### src/rtl/ir_capture_pkg.sv
package ir_capture_pkg;

  // Strobes handed from the control section to the datapath each cycle.
  typedef struct packed {
    logic run;        // capture logic enabled
    logic markStart;  // line fell: a mark begins, a space ends
    logic markEnd;    // line rose: a mark ends, counter restarts
  } capStrobes_t;

endpackage

### src/rtl/ir_capture_ctrl.sv
module ir_capture_ctrl
  import ir_capture_pkg::*;
#(
  parameter int SYNC_STAGES = 2,
  parameter int CNT_W       = 32
) (
  input  logic             clk,
  input  logic             rst_n,
  input  logic             enable,
  input  logic             rxInN,
  input  logic [CNT_W-1:0] count,
  input  logic [CNT_W-1:0] toutVal,
  output capStrobes_t      strobes,
  output logic             lineLevel,
  output logic             toutPulse
);

  logic [SYNC_STAGES-1:0] syncQ;
  logic                   lineQ;
  logic                   armed;
  logic                   toutHit;

  // Synchronizer chain; idle line is high, so reset to ones.
  always_ff @(posedge clk or negedge rst_n) begin
    if (!rst_n) begin
      syncQ <= '1;
      lineQ <= 1'b1;
    end else begin
      syncQ[0] <= rxInN;
      for (int i = 1; i < SYNC_STAGES; i++) begin
        syncQ[i] <= syncQ[i-1];
      end
      lineQ <= syncQ[SYNC_STAGES-1];
    end
  end

  assign lineLevel = syncQ[SYNC_STAGES-1];

  always_comb begin
    strobes.run       = enable;
    strobes.markStart = enable & lineQ & ~lineLevel;
    strobes.markEnd   = enable & ~lineQ & lineLevel;
  end

  // Timeout only counts while the line is idle high, once per idle period.
  assign toutHit = enable & armed & lineLevel & (count == toutVal);

  always_ff @(posedge clk or negedge rst_n) begin
    if (!rst_n) begin
      armed     <= 1'b1;
      toutPulse <= 1'b0;
    end else begin
      toutPulse <= toutHit;
      if (!enable || strobes.markStart) begin
        armed <= 1'b1;
      end else if (toutHit) begin
        armed <= 1'b0;
      end
    end
  end

endmodule

### src/rtl/ir_capture_dp.sv
module ir_capture_dp
  import ir_capture_pkg::*;
#(
  parameter int              PRESCALE = 64,
  parameter int              CNT_W    = 32,
  parameter longint unsigned CNT_MAX  = 64'h7FFF_FFFE
) (
  input  logic             clk,
  input  logic             rst_n,
  input  capStrobes_t      strobes,
  output logic [CNT_W-1:0] count,
  output logic             evtValid,
  output logic             evtLevel,
  output logic [CNT_W-1:0] evtDur
);

  localparam logic [CNT_W-1:0] CNT_TOP = CNT_W'(CNT_MAX);

  logic             tick;
  logic [CNT_W-1:0] capReg;

  // Tick generator: a divider when PRESCALE > 1, every cycle otherwise.
  generate
    if (PRESCALE > 1) begin : g_div
      localparam int PRE_W = $clog2(PRESCALE);
      localparam logic [PRE_W-1:0] PRE_LAST = PRE_W'(PRESCALE - 1);
      logic [PRE_W-1:0] preCnt;

      always_ff @(posedge clk or negedge rst_n) begin
        if (!rst_n) begin
          preCnt <= '0;
        end else if (!strobes.run || strobes.markEnd || preCnt == PRE_LAST) begin
          preCnt <= '0;
        end else begin
          preCnt <= preCnt + 1'b1;
        end
      end

      assign tick = strobes.run & (preCnt == PRE_LAST);
    end else begin : g_nodiv
      assign tick = strobes.run;
    end
  endgenerate

  // Interval counter: cleared at mark end, saturating at the top value.
  always_ff @(posedge clk or negedge rst_n) begin
    if (!rst_n) begin
      count <= '0;
    end else if (!strobes.run || strobes.markEnd) begin
      count <= '0;
    end else if (tick && count != CNT_TOP) begin
      count <= count + 1'b1;
    end
  end

  // Capture of the counter at each mark start.
  always_ff @(posedge clk or negedge rst_n) begin
    if (!rst_n) begin
      capReg <= '0;
    end else if (!strobes.run) begin
      capReg <= '0;
    end else if (strobes.markStart) begin
      capReg <= count;
    end
  end

  // Event register.
  always_ff @(posedge clk or negedge rst_n) begin
    if (!rst_n) begin
      evtValid <= 1'b0;
      evtLevel <= 1'b0;
      evtDur   <= '0;
    end else begin
      evtValid <= strobes.markStart | strobes.markEnd;
      evtLevel <= strobes.markEnd;
      if (strobes.markEnd) begin
        evtDur <= count - capReg;
      end else if (strobes.markStart) begin
        evtDur <= count;
      end else begin
        evtDur <= '0;
      end
    end
  end

endmodule

### src/rtl/ir_capture_rx.sv
module ir_capture_rx
  import ir_capture_pkg::*;
#(
  parameter int              PRESCALE    = 64,
  parameter int              CNT_W       = 32,
  parameter longint unsigned CNT_MAX     = 64'h7FFF_FFFE,
  parameter int              SYNC_STAGES = 2
) (
  input  logic             clk,
  input  logic             rst_n,
  input  logic             enable,
  input  logic             rxInN,
  input  logic [CNT_W-1:0] toutVal,
  output logic             evtValid,
  output logic             evtLevel,
  output logic [CNT_W-1:0] evtDur,
  output logic             toutPulse
);

  capStrobes_t      strobes;
  logic [CNT_W-1:0] count;
  logic             lineLevel;

  ir_capture_ctrl #(
    .SYNC_STAGES(SYNC_STAGES),
    .CNT_W      (CNT_W)
  ) u_ctrl (
    .clk      (clk),
    .rst_n    (rst_n),
    .enable   (enable),
    .rxInN    (rxInN),
    .count    (count),
    .toutVal  (toutVal),
    .strobes  (strobes),
    .lineLevel(lineLevel),
    .toutPulse(toutPulse)
  );

  ir_capture_dp #(
    .PRESCALE(PRESCALE),
    .CNT_W   (CNT_W),
    .CNT_MAX (CNT_MAX)
  ) u_dp (
    .clk     (clk),
    .rst_n   (rst_n),
    .strobes (strobes),
    .count   (count),
    .evtValid(evtValid),
    .evtLevel(evtLevel),
    .evtDur  (evtDur)
  );

endmodule

### config.mk
export PLATFORM = sky130hd
export DESIGN_NAME = ir_capture_rx
export DESIGN_NICKNAME = d
export VERILOG_FILES = /design/src/rtl/ir_capture_pkg.sv /design/src/rtl/ir_capture_ctrl.sv /design/src/rtl/ir_capture_dp.sv /design/src/rtl/ir_capture_rx.sv
export SDC_FILE = /design/constraint.sdc
export NUM_CORES = 1
export LEC_CHECK = 0
export ABC_CLOCK_PERIOD_IN_PS = 7400
export BUFFER_PORTS_ARGS = -buffer_cell sky130_fd_sc_hd__buf_2
export CORE_UTILIZATION = 25
export DETAILED_ROUTE_END_ITERATION = 7
export GPL_TIMING_DRIVEN = 1
export PLACE_DENSITY_LB_ADDON = 0.05
export SYNTH_ARGS = -nofsm -noshare
export SYNTH_HDL_FRONTEND = slang
export SYNTH_SLANG_ARGS = --single-unit
### constraint.sdc
create_clock -name clk -period 7.4 [get_ports clk]
set_clock_uncertainty 0.1 [all_clocks]
set_input_delay 0.74 -clock clk [delete_from_list [all_inputs] [get_ports clk]]
set_output_delay 0.74 -clock clk [all_outputs]
set_load 0.01 [all_outputs]
; Yosys cells after proc, flatten, opt, wreduce, memory -nomap -nowiden
; Index checks and enable logic that the tools add are counted.
[totals]
regBits = 109
inputBits = 36
output_inout_bits = 35
[op_classes]
n_addsub = 3
n_eq_ne = 4
n_mux = 9
bitwise_logic = 11
reduce_logical = 7
[ops]
columns = op, count
row1 = 2-to-1 mux 32 bit, 6
row2 = adder 32 x 1 -> 32 bit (second input constant), 1
row3 = equality test 32 bit, 1
row4 = inequality test 32 x 31 -> 1 bit (second input constant), 1
row5 = subtractor 32 bit, 1
row6 = AND 1 bit, 8
row7 = adder 6 x 1 -> 6 bit (second input constant), 1
row8 = equality test 6 bit (second input constant), 1
row9 = 2-to-1 mux 6 bit, 1
row10 = nonzero test 2 bit, 2
row11 = logical OR 1 bit, 3
row12 = 2-to-1 mux 1 bit, 2
row13 = inequality test 2 x 1 -> 1 bit (second input constant), 1
row14 = NOT 1 bit, 2
row15 = logical AND 1 bit, 1
row16 = logical NOT 1 bit, 1
row17 = OR 1 bit, 1

; Longest topological paths before layout
; Gate-level depths: netlist of the first run.
[logic_depth]
word_depth = 6
ltp_mapped = 13
ltp_nobuf = 12

; Hierarchy
; From an unflattened synthesis of the first run, not the netlist that was laid out.
[unflattened]
hier_cells = 779
hier_area_um2 = 6964.2
[modules_own_cells]
columns = mod, n_inst, cells_per_inst, area_per_inst_um2
row1 = ir_capture_dp, 1, 711, 6371.1
row2 = ir_capture_ctrl, 1, 68, 593.1

; Worst setup path after synthesis of the first run
; OpenSTA, ideal clock, no wires.
[synth_timing]
path_type = register to register
startpoint = register u_dp.count[0]
endpoint = register u_dp.evtDur[26]
arrival_ns = 2.625
setup_slack_ns = 4.542
stages_incl_launch_ff = 14
synth_period_minus_slack_ns = 2.858
cell_sequence = dfrtp_1 -> clkbuf_1 -> inv_1 -> ha_1 -> fa_1 -> nor2b_1 -> o31a_1 -> o221a_2 -> nor3_1 -> o31a_1 -> nor2_1 -> a21bo_2 -> xnor2_1 -> o21ai_0
[synth_via]
elab_chain_len = 2
[synth_lines]
columns = item, line_no
row1 = "start, declared", ir_capture_dp.sv:11  ; output logic [CNT_W-1:0] count,
row2 = "start signal, assigned", ir_capture_dp.sv:52  ; count <= count + 1'b1;
row3 = subtractor 32 bit, ir_capture_dp.sv:77  ; evtDur <= count - capReg;
row4 = 2-to-1 mux 32 bit, ir_capture_dp.sv:76  ; if (strobes.markEnd) begin
row5 = "end signal, assigned", ir_capture_dp.sv:77
row6 = "end signal, assigned", ir_capture_dp.sv:79  ; evtDur <= count;
row7 = "end, declared", ir_capture_dp.sv:14  ; output logic [CNT_W-1:0] evtDur
; No other way between the ends.
; A chain may end at the register's enable or synchronous reset.

; Final worst setup path of the first run
[layout_timing]
startpoint = register u_dp.count[0]
endpoint = register u_dp.evtDur[28]
; The elaborated chain is that of the path after synthesis.

==> results of run 1 <==
==> worst min-delay path by stage <==
stage,from,to,slack (ps)
2_1_floorplan,u_ctrl.syncQ[0],u_ctrl.syncQ[1],250
3_3_place_gp,u_ctrl.syncQ[0],u_ctrl.syncQ[1],250
3_5_place_dp,u_ctrl.syncQ[0],u_ctrl.syncQ[1],250
4_1_cts,rst_n,u_dp.capReg[11],260
5_1_grt,u_ctrl.syncQ[0],u_ctrl.syncQ[1],260
6_report,rst_n,u_dp.evtDur[11],250
==> routing by layer <==
layer  global-route usage, %  vias up  share of wire (%)
li1                        -     2555                  -
met1                    20.8     2445                 49
met4                    4.85        0                1.2
met2                    24.6       80                 46
met5                       0        -                  0
met3                    1.76       11                3.4
==> kinds of logic after synthesis <==
group,synth area share [%]
simple gates,18.5
buf+inv,4.70
xor+xnor,10.7
mux,0.313
compound gates,16.1
flops,42.7
fa+ha+maj,6.97
==> layout by cell type (no fill, tap or decap), drive strengths merged, types with 2 or more instances in the layout <==
cell / count
nand2: 111
nand3: 16
buf: 73
clkinv: 2
inv: 44
and3: 11
o21ai: 59
xor2: 38
nand2b: 5
dfstp: 4
or3: 14
or2: 3
o211ai: 2
or4: 2
nor4: 5
dfrtp: 105
and2: 5
a22o: 12
o31a: 3
a211oi: 3
clkinvlp: 2
mux2i: 2
nand4: 15
nor2: 45
o2111ai: 2
xnor2: 40
clkbuf: 11
o21a: 4
a31oi: 7
a21oi: 41
nor3: 5
o21bai: 2
ha: 34
nor2b: 3
a21o: 19
and4: 4
a211o: 2
==> flip-flops by register name, indices dropped and copies added, names as in the netlist, 2 cells and up <==
name and count:
u_ctrl.syncQ 2, u_dp.capReg 32, u_dp.count 32, u_dp.evtDur 32, u_dp.g_div.preCnt 6
==> cell usage after synthesis (all sizes together), types with 4 or more instances <==
cell	number	area, um2
nand2	111	424
dfrtp	105	2630
o21ai	59	295
nor2	45	171
inv	44	165
a21oi	41	205
xnor2	40	350
xor2	38	333
ha	34	425
clkbuf	26	98.8
a21o	19	143
nand3	16	80.1
nand4	15	109
or3	14	87.6
a22o	12	105
and3	11	68.8
a31oi	7	43.8
and2	5	33.8
buf	5	36.3
nand2b	5	31.3
nor3	5	25.0
nor4	5	31.3
and4	4	37.5
dfstp	4	105
o21a	4	30.0
==> per-stage QoR <==
stage               setup WS (ps)  cell area, um2  instances  power, W
floorplan                    4540            6390        713  0.000633
global route                 3790            7370       1101   0.00123
finish                       4020            7370       1101   0.00117
CTS                          4000            7370       1101   0.00120
detailed placement           3890            7060       1085  0.000673
global placement             3980            7060       1085  0.000673
==> worst max-delay path, stage by stage, from the launching register on <==
cell      delay [ps]
dfrtp_1          540
inv_1            120
ha_1             250
fa_1             410
nor2b_1          150
o31a_1           270
o22ai_1          210
o211ai_1         310
a31oi_1          140
o21ai_0          310
o21ai_0          170
xor2_1           160
o21ai_0          150
==> power by group through the flow <==
stage / clock network (W) / logic, W / registers (W)
2_1_floorplan: 0 / 0.0000209 / 0.000612
3_3_place_gp: 0 / 0.0000610 / 0.000612
3_5_place_dp: 0 / 0.0000612 / 0.000612
4_1_cts: 0.000542 / 0.0000613 / 0.000600
5_1_grt: 0.000561 / 0.0000651 / 0.000601
6_report: 0.000516 / 0.0000582 / 0.000600
==> area by class of cell <==
type                            count  area, um2  area share [%]
Clock buffer                       11        253            3.43
Clock inverter                      5       58.8           0.797
Inverter                           44        165            2.24
Multi-Input combinational cell    529       3380            45.8
Sequential cell                   109       2730            37.1
Tap cell                          330        413            5.60
Timing Repair Buffer               73        375            5.09
==> results.py, run 1 <==
metrics = {
    "clocking": {
        "cts_sinks": 109,
        "tritoncts": "yes",
        "clock_tree.root_cell": "clkbuf_16",
        "h-tree-depth": 3,
        "clk_pin_slew_ps": 80,
        "max-clock-path-buffers": 2,
        "cts_hold_buffers": 0,
        "cts_post_setup_buffers_inserted": 0,
        "ctsResizeCount": 0,
        "worstSkewPairLatency_ps": 350,
        "cts_buf_count": 9,
    },
    "sta": {
        "hold_viol": 0,
        "tns_ps": 0,
        "tightest_pin_transition_ps": 981,
        "rsz0062_at_grt": "false",
        "timing.final.crit_share_pct": 45.6,
        "min_period_ps": 3380,
        "setup_violations": 0,
        "timing.max_slew.rel_slack_pct": 34.6,
        "final_worst_hold_slack_ps": 249,
        "finalMaxSlewViolations": 0,
        "maxClockFrequency_mhz": 296,
    },
    "critical_path": {
        "regToRegEndpoint": "u_dp.evtDur[28]",
        "startpoint_of_the_most_critical_register_to_register_path": "u_dp.count[0]",
        "startpoint_type_of_the_worst_setup_path": "register",
        "data_required_time_at_the_worst_endpoint_ps": 7570,
        "timing_worst_setup_path_type": "reg2reg",
        "regToRegSetupSlack_ps": 4020,
        "worst_setup_path_end_kind": "register",
        "worst_setup_ep": "u_dp.evtDur[28]",
        "startpoint": "u_dp.count[0]",
        "critical_path_peak_fanout": 8,
        "critical_path_arrival_ps": 3550,
        "timing.reg2reg.worst_path_depth": 12,
    },
    "grt": {
        "first_pass_grt_wire_length_mm": 29.8,
        "first_global_vias": 5244,
        "grt_max_degree": 72,
        "grt.overflow.total": 0,
        "number_of_antenna_violations_at_the_first_check_in_global_routing": 0,
        "groute.usage.overall_pct": 15.1,
    },
    "status": {
        "result_of_the_run": "finished, final reports clean",
    },
    "worst_hold_path": {
        "hold_crit_path_type": "in2async",
    },
    "layout": {
        "layout.nets": 837,
        "num_antenna_cells": 0,
        "utilization_pct": 29.4,
        "layout-drive-gt1-share_pct": 13.7,
        "final.fill_count": 2746,
        "area_growth_pct": 15.3,
    },
    "power": {
        "ir_drop_mv": 0.0746,
        "power_frac_comb_pct": 5.0,
        "share_of_total_power_in_sequential_cells_pct": 51.1,
        "share_of_total_power_in_the_clock_network_pct": 44.0,
        "total_leakage_power_nw": 3.60,
        "p_int_w": 0.000896,
        "power.switching_fraction_pct": 23.7,
        "cell_area_power_density_nw_per_um2": 159,
        "switching_power_w": 0.000279,
    },
    "synthesis": {
        "synth_enable_flop_cells": 0,
        "mapped_cells": 713,
        "sequential_cell_area_fraction_in_the_yosys_report_pct": 42.7,
        "synth.lib_cells_used.distinct": 59,
        "avgSynthCellArea_um2": 8.97,
        "yosys_register_bits": 109,
        "asyncSetResetFlopFracSynth_pct": 100,
        "postSynth.topFlopCell": "dfrtp_1",
        "syn-cell-area_um2": 6390,
        "post_synthesis_net_count": 784,
        "synth-warning-count": 0,
    },
    "routing": {
        "vias_per_instance": 4.62,
        "finalWirelength_mm": 18.8,
        "detail_route.iter0.violations": 207,
        "ant_nets": 0,
        "vias": 5091,
        "firstDrtPassIters": 4,
        "drc": 0,
        "detail_route.wl_per_cell_um": 17.1,
    },
    "flow_run": {
        "maxCapViolations": 0,
    },
    "floorplanning": {
        "dieHeight_um": 162,
        "fp.dieArea_um2": 26200,
        "initial_utilization_pct": 25.5,
        "die_x_um": 162,
        "num_rows": 58,
        "io-pin-count": 71,
        "core_box_area_um2": 25100,
    },
    "place": {
        "dp.final_hpwl_mm": 13.9,
        "gp_congestion": 0.826,
        "buffer_ports.inserted": 70,
    },
}
Power figures use the tool's default switching activity.
==> run 2: changes to the inputs <==
--- a/config.mk
+++ b/config.mk
@@ -5,7 +5,8 @@
 export SDC_FILE = /design/constraint.sdc
 export NUM_CORES = 1
 export LEC_CHECK = 0
-export ABC_CLOCK_PERIOD_IN_PS = 7400
+export ABC_AREA = 1
+export ABC_CLOCK_PERIOD_IN_PS = 3520
 export BUFFER_PORTS_ARGS = -buffer_cell sky130_fd_sc_hd__buf_2
 export CORE_UTILIZATION = 25
 export DETAILED_ROUTE_END_ITERATION = 7
==> constraint.sdc (replaced) <==
create_clock -name clk -period 3.52 [get_ports clk]
set_clock_uncertainty 0.1 [all_clocks]
set_input_delay 0.352 -clock clk [delete_from_list [all_inputs] [get_ports clk]]
set_output_delay 0.352 -clock clk [all_outputs]
set_load 0.01 [all_outputs]
==> results.py, run 2 <==
metrics = {
    "layout": {
        "layout.nets": 1353,
        "final_area_um2": 9070,
        "layout.cells.most_common_list": "nand2_1 (397), inv_1 (205), nor2_1 (107)",
        "most_frequent_standard_cell_in_the_layout_excluding_fill_and_tap_cells": "nand2_1",
        "layout-drive-gt1-share_pct": 10.0,
        "reg.largest.list": "u_dp.capReg: 32 flops, u_dp.count: 32 flops, u_dp.evtDur: 32 flops",
        "area_growth_pct": 14.0,
        "final-instance-count-excl-fill": 1683,
        "num_antenna_cells": 0,
    },
    "synthesis": {
        "yosys-top-cells-area": "dfrtp_1 (33%), nand2_1 (19%), inv_1 (9.7%)",
        "synthTopCellsByCount": "nand2_1 (397), inv_1 (205), nor2_1 (108)",
        "synth-warning-count": 0,
        "yosysTopAreaCell": "dfrtp_1",
        "yosys_register_bits": 109,
        "asyncSetResetFlopFracSynth_pct": 100,
        "syn-cell-area_um2": 7960,
        "post_synthesis_net_count": 1287,
        "netlist.area_leader.share_pct": 33.0,
        "post-synth-top-count-cell": "nand2_1",
        "mapped_cells": 1216,
        "sequential_cell_area_fraction_in_the_yosys_report_pct": 34.3,
        "postSynth.topFlopCell": "dfrtp_1",
        "synth.lib_cells_used.distinct": 39,
        "synth_enable_flop_cells": 0,
        "avgSynthCellArea_um2": 6.54,
    },
    "routing": {
        "met1Wirelength_mm": 15.4,
        "top_layer": "met4",
        "route.met2.wl_mm": 13.6,
        "vias": 7826,
        "met3_length_um": 820,
        "detail_route.wl_per_cell_um": 18.3,
        "vias_per_instance": 4.65,
        "detail_route.iter0.violations": 473,
        "finalWirelength_mm": 30.7,
        "firstDrtPassIters": 5,
        "drc": 0,
        "ant_nets": 0,
    },
    "worst_hold_path": {
        "worstHoldPathCells": 4,
        "whs_endpoint": "u_ctrl.toutPulse",
        "hold_crit_path_type": "in2reg",
        "timing.hold.worst.start": "toutVal[8]",
    },
    "sta": {
        "min_period_ps": 2590,
        "tightest_pin_transition_ps": 729,
        "hold_viol": 0,
        "timing.final.crit_share_pct": 73.6,
        "rsz0062_at_grt": "false",
        "final.setup.worst_slack_ps": 929,
        "setup_violations": 0,
        "timing.max_slew.rel_slack_pct": 51.4,
        "maxClockFrequency_mhz": 386,
        "tns_ps": 0,
        "finalMaxSlewViolations": 0,
    },
    "place": {
        "placed_cells_incl_taps": 1665,
        "dp.final_hpwl_mm": 24.6,
        "worst_slack_placed_ps": 944,
        "gp_congestion": 0.884,
        "placed_cell_area_um2": 8770,
        "buffer_ports.inserted": 70,
    },
    "floorplanning": {
        "io-pin-count": 71,
        "core_box_area_um2": 30900,
        "die_x_um": 180,
        "fp.dieArea_um2": 32500,
        "num_rows": 64,
        "dieHeight_um": 180,
        "initial_utilization_pct": 25.7,
    },
    "critical_path": {
        "regToRegEndpoint": "u_dp.evtDur[20]",
        "timing.reg2reg.worst_path_depth": 13,
        "worst_setup_path_end_kind": "register",
        "startpoint_type_of_the_worst_setup_path": "register",
        "timing_worst_setup_path_type": "reg2reg",
        "regToRegSetupSlack_ps": 930,
        "critical_path_arrival_ps": 2740,
        "data_required_time_at_the_worst_endpoint_ps": 3670,
        "critical_path_peak_fanout": 9,
        "startpoint_of_the_most_critical_register_to_register_path": "u_dp.count[0]",
    },
    "power": {
        "cell_area_power_density_nw_per_um2": 274,
        "share_of_total_power_in_sequential_cells_pct": 50.6,
        "power.switching_fraction_pct": 26.7,
        "ir_drop_mv": 0.239,
        "power_frac_comb_pct": 6.0,
        "switching_power_w": 0.000665,
        "total_leakage_power_nw": 4.92,
        "p_int_w": 0.00183,
        "share_of_total_power_in_the_clock_network_pct": 43.4,
    },
    "clocking": {
        "worstSkewPairLatency_ps": 380,
        "h-tree-depth": 3,
        "clock_tree.root_cell": "clkbuf_16",
        "tritoncts": "yes",
        "cts_sinks": 109,
        "max-clock-path-buffers": 2,
        "ctsResizeCount": 0,
        "clk_pin_slew_ps": 90,
        "cts_buf_count": 9,
        "cts_post_setup_buffers_inserted": 0,
    },
    "status": {
        "result_of_the_run": "finished, final reports clean",
    },
    "grt": {
        "first_global_vias": 7854,
        "groute.usage.overall_pct": 19.6,
        "grt_max_degree": 70,
        "first_pass_grt_wire_length_mm": 47.8,
        "number_of_antenna_violations_at_the_first_check_in_global_routing": 0,
        "grt.overflow.total": 0,
    },
    "flow_run": {
        "maxCapViolations": 0,
    },
}
-- run 2: changes by cell type after synthesis, sizes merged, moves of 21 or more --
cell   delta
nand2   +290
inv     +166
nand3    +80
nor2     +66
xnor2    -35
nor3     +27
nand4    +23
o22ai    +21
-- run 2: cells by family after synthesis --
logic type / after synthesis / share of synthesized area [%]
AOI/OAI and AO/OA: 113 / 7.71
xor gates and xnor gates: 29 / 3.19
adders and majority gates: 35 / 5.60
buffers and inverters: 239 / 11.9
DFF: 109 / 34.3
and+or+nand+nor: 691 / 37.3
-- run 2: worst max path at each step --
stage / endpoint / startpoint / depth (start not counted)
2_1_floorplan: u_dp.evtDur[20] / u_dp.count[0] / 13
6_report: u_dp.evtDur[20] / u_dp.count[0] / 13
3_3_place_gp: u_dp.evtDur[14] / u_dp.count[0] / 11
3_5_place_dp: u_dp.evtDur[20] / u_dp.count[0] / 13
4_1_cts: u_dp.evtDur[20] / u_dp.count[0] / 13
5_1_grt: u_dp.evtDur[20] / u_dp.count[0] / 13
-- run 2: critical path: stages, from the launching register on --
cell and delay, ps:
dfrtp_1 510, inv_2 150, ha_1 260, fa_1 360, inv_1 170, nand3_1 100
nand3_1 180, nand2_1 90, nand3_1 170, nand2_1 100, nand2_1 70, nand2_1 50
nand3_1 70, o21ai_0 80
-- run 2: power groups by stage --
stage / Clock, W / Combinational (W) / Sequential (W)
4_1_cts: 0.00112 / 0.000156 / 0.00126
3_3_place_gp: 0 / 0.000156 / 0.00129
6_report: 0.00108 / 0.000150 / 0.00126
5_1_grt: 0.00117 / 0.000170 / 0.00126
3_5_place_dp: 0 / 0.000154 / 0.00129
2_1_floorplan: 0 / 0.0000617 / 0.00129
-- run 2: per-stage QoR --
step	power, W	util, %	hold slack (ps)
floorplan	0.00135	-	-43.6
finish	0.00249	29.4	178
global route	0.00260	29.4	201
global placement	0.00144	28.4	255
CTS	0.00254	29.4	176
detailed placement	0.00144	28.4	252
-- run 2: what timing repair did --
item / 4_1_cts / 5_1_grt
endpoints found under the hold margin: 69 / 0
setup endpoints to repair: 0 / 0
hold buffers: 2 / 0
-- run 2: metal layers --
| metal | track usage [%] | vias to the layer above |
|---|---|---|
| met4 | 6.53 | 0 |
| met1 | 26.9 | 3653 |
| met3 | 2.47 | 39 |
| li1 | - | 3973 |
| met5 | 0 | - |
| met2 | 31.7 | 161 |
-- run 2: final cells by class --
| type | instances | area, um2 |
|---|---|---|
| Fill cell | 3517 | 21800 |
| Multi-Input combinational cell | 868 | 4290 |
| Sequential cell | 109 | 2730 |
| Inverter | 210 | 788 |
| Tap cell | 396 | 495 |
| Timing Repair Buffer | 84 | 479 |
| Clock buffer | 12 | 256 |
| Clock inverter | 4 | 30.0 |
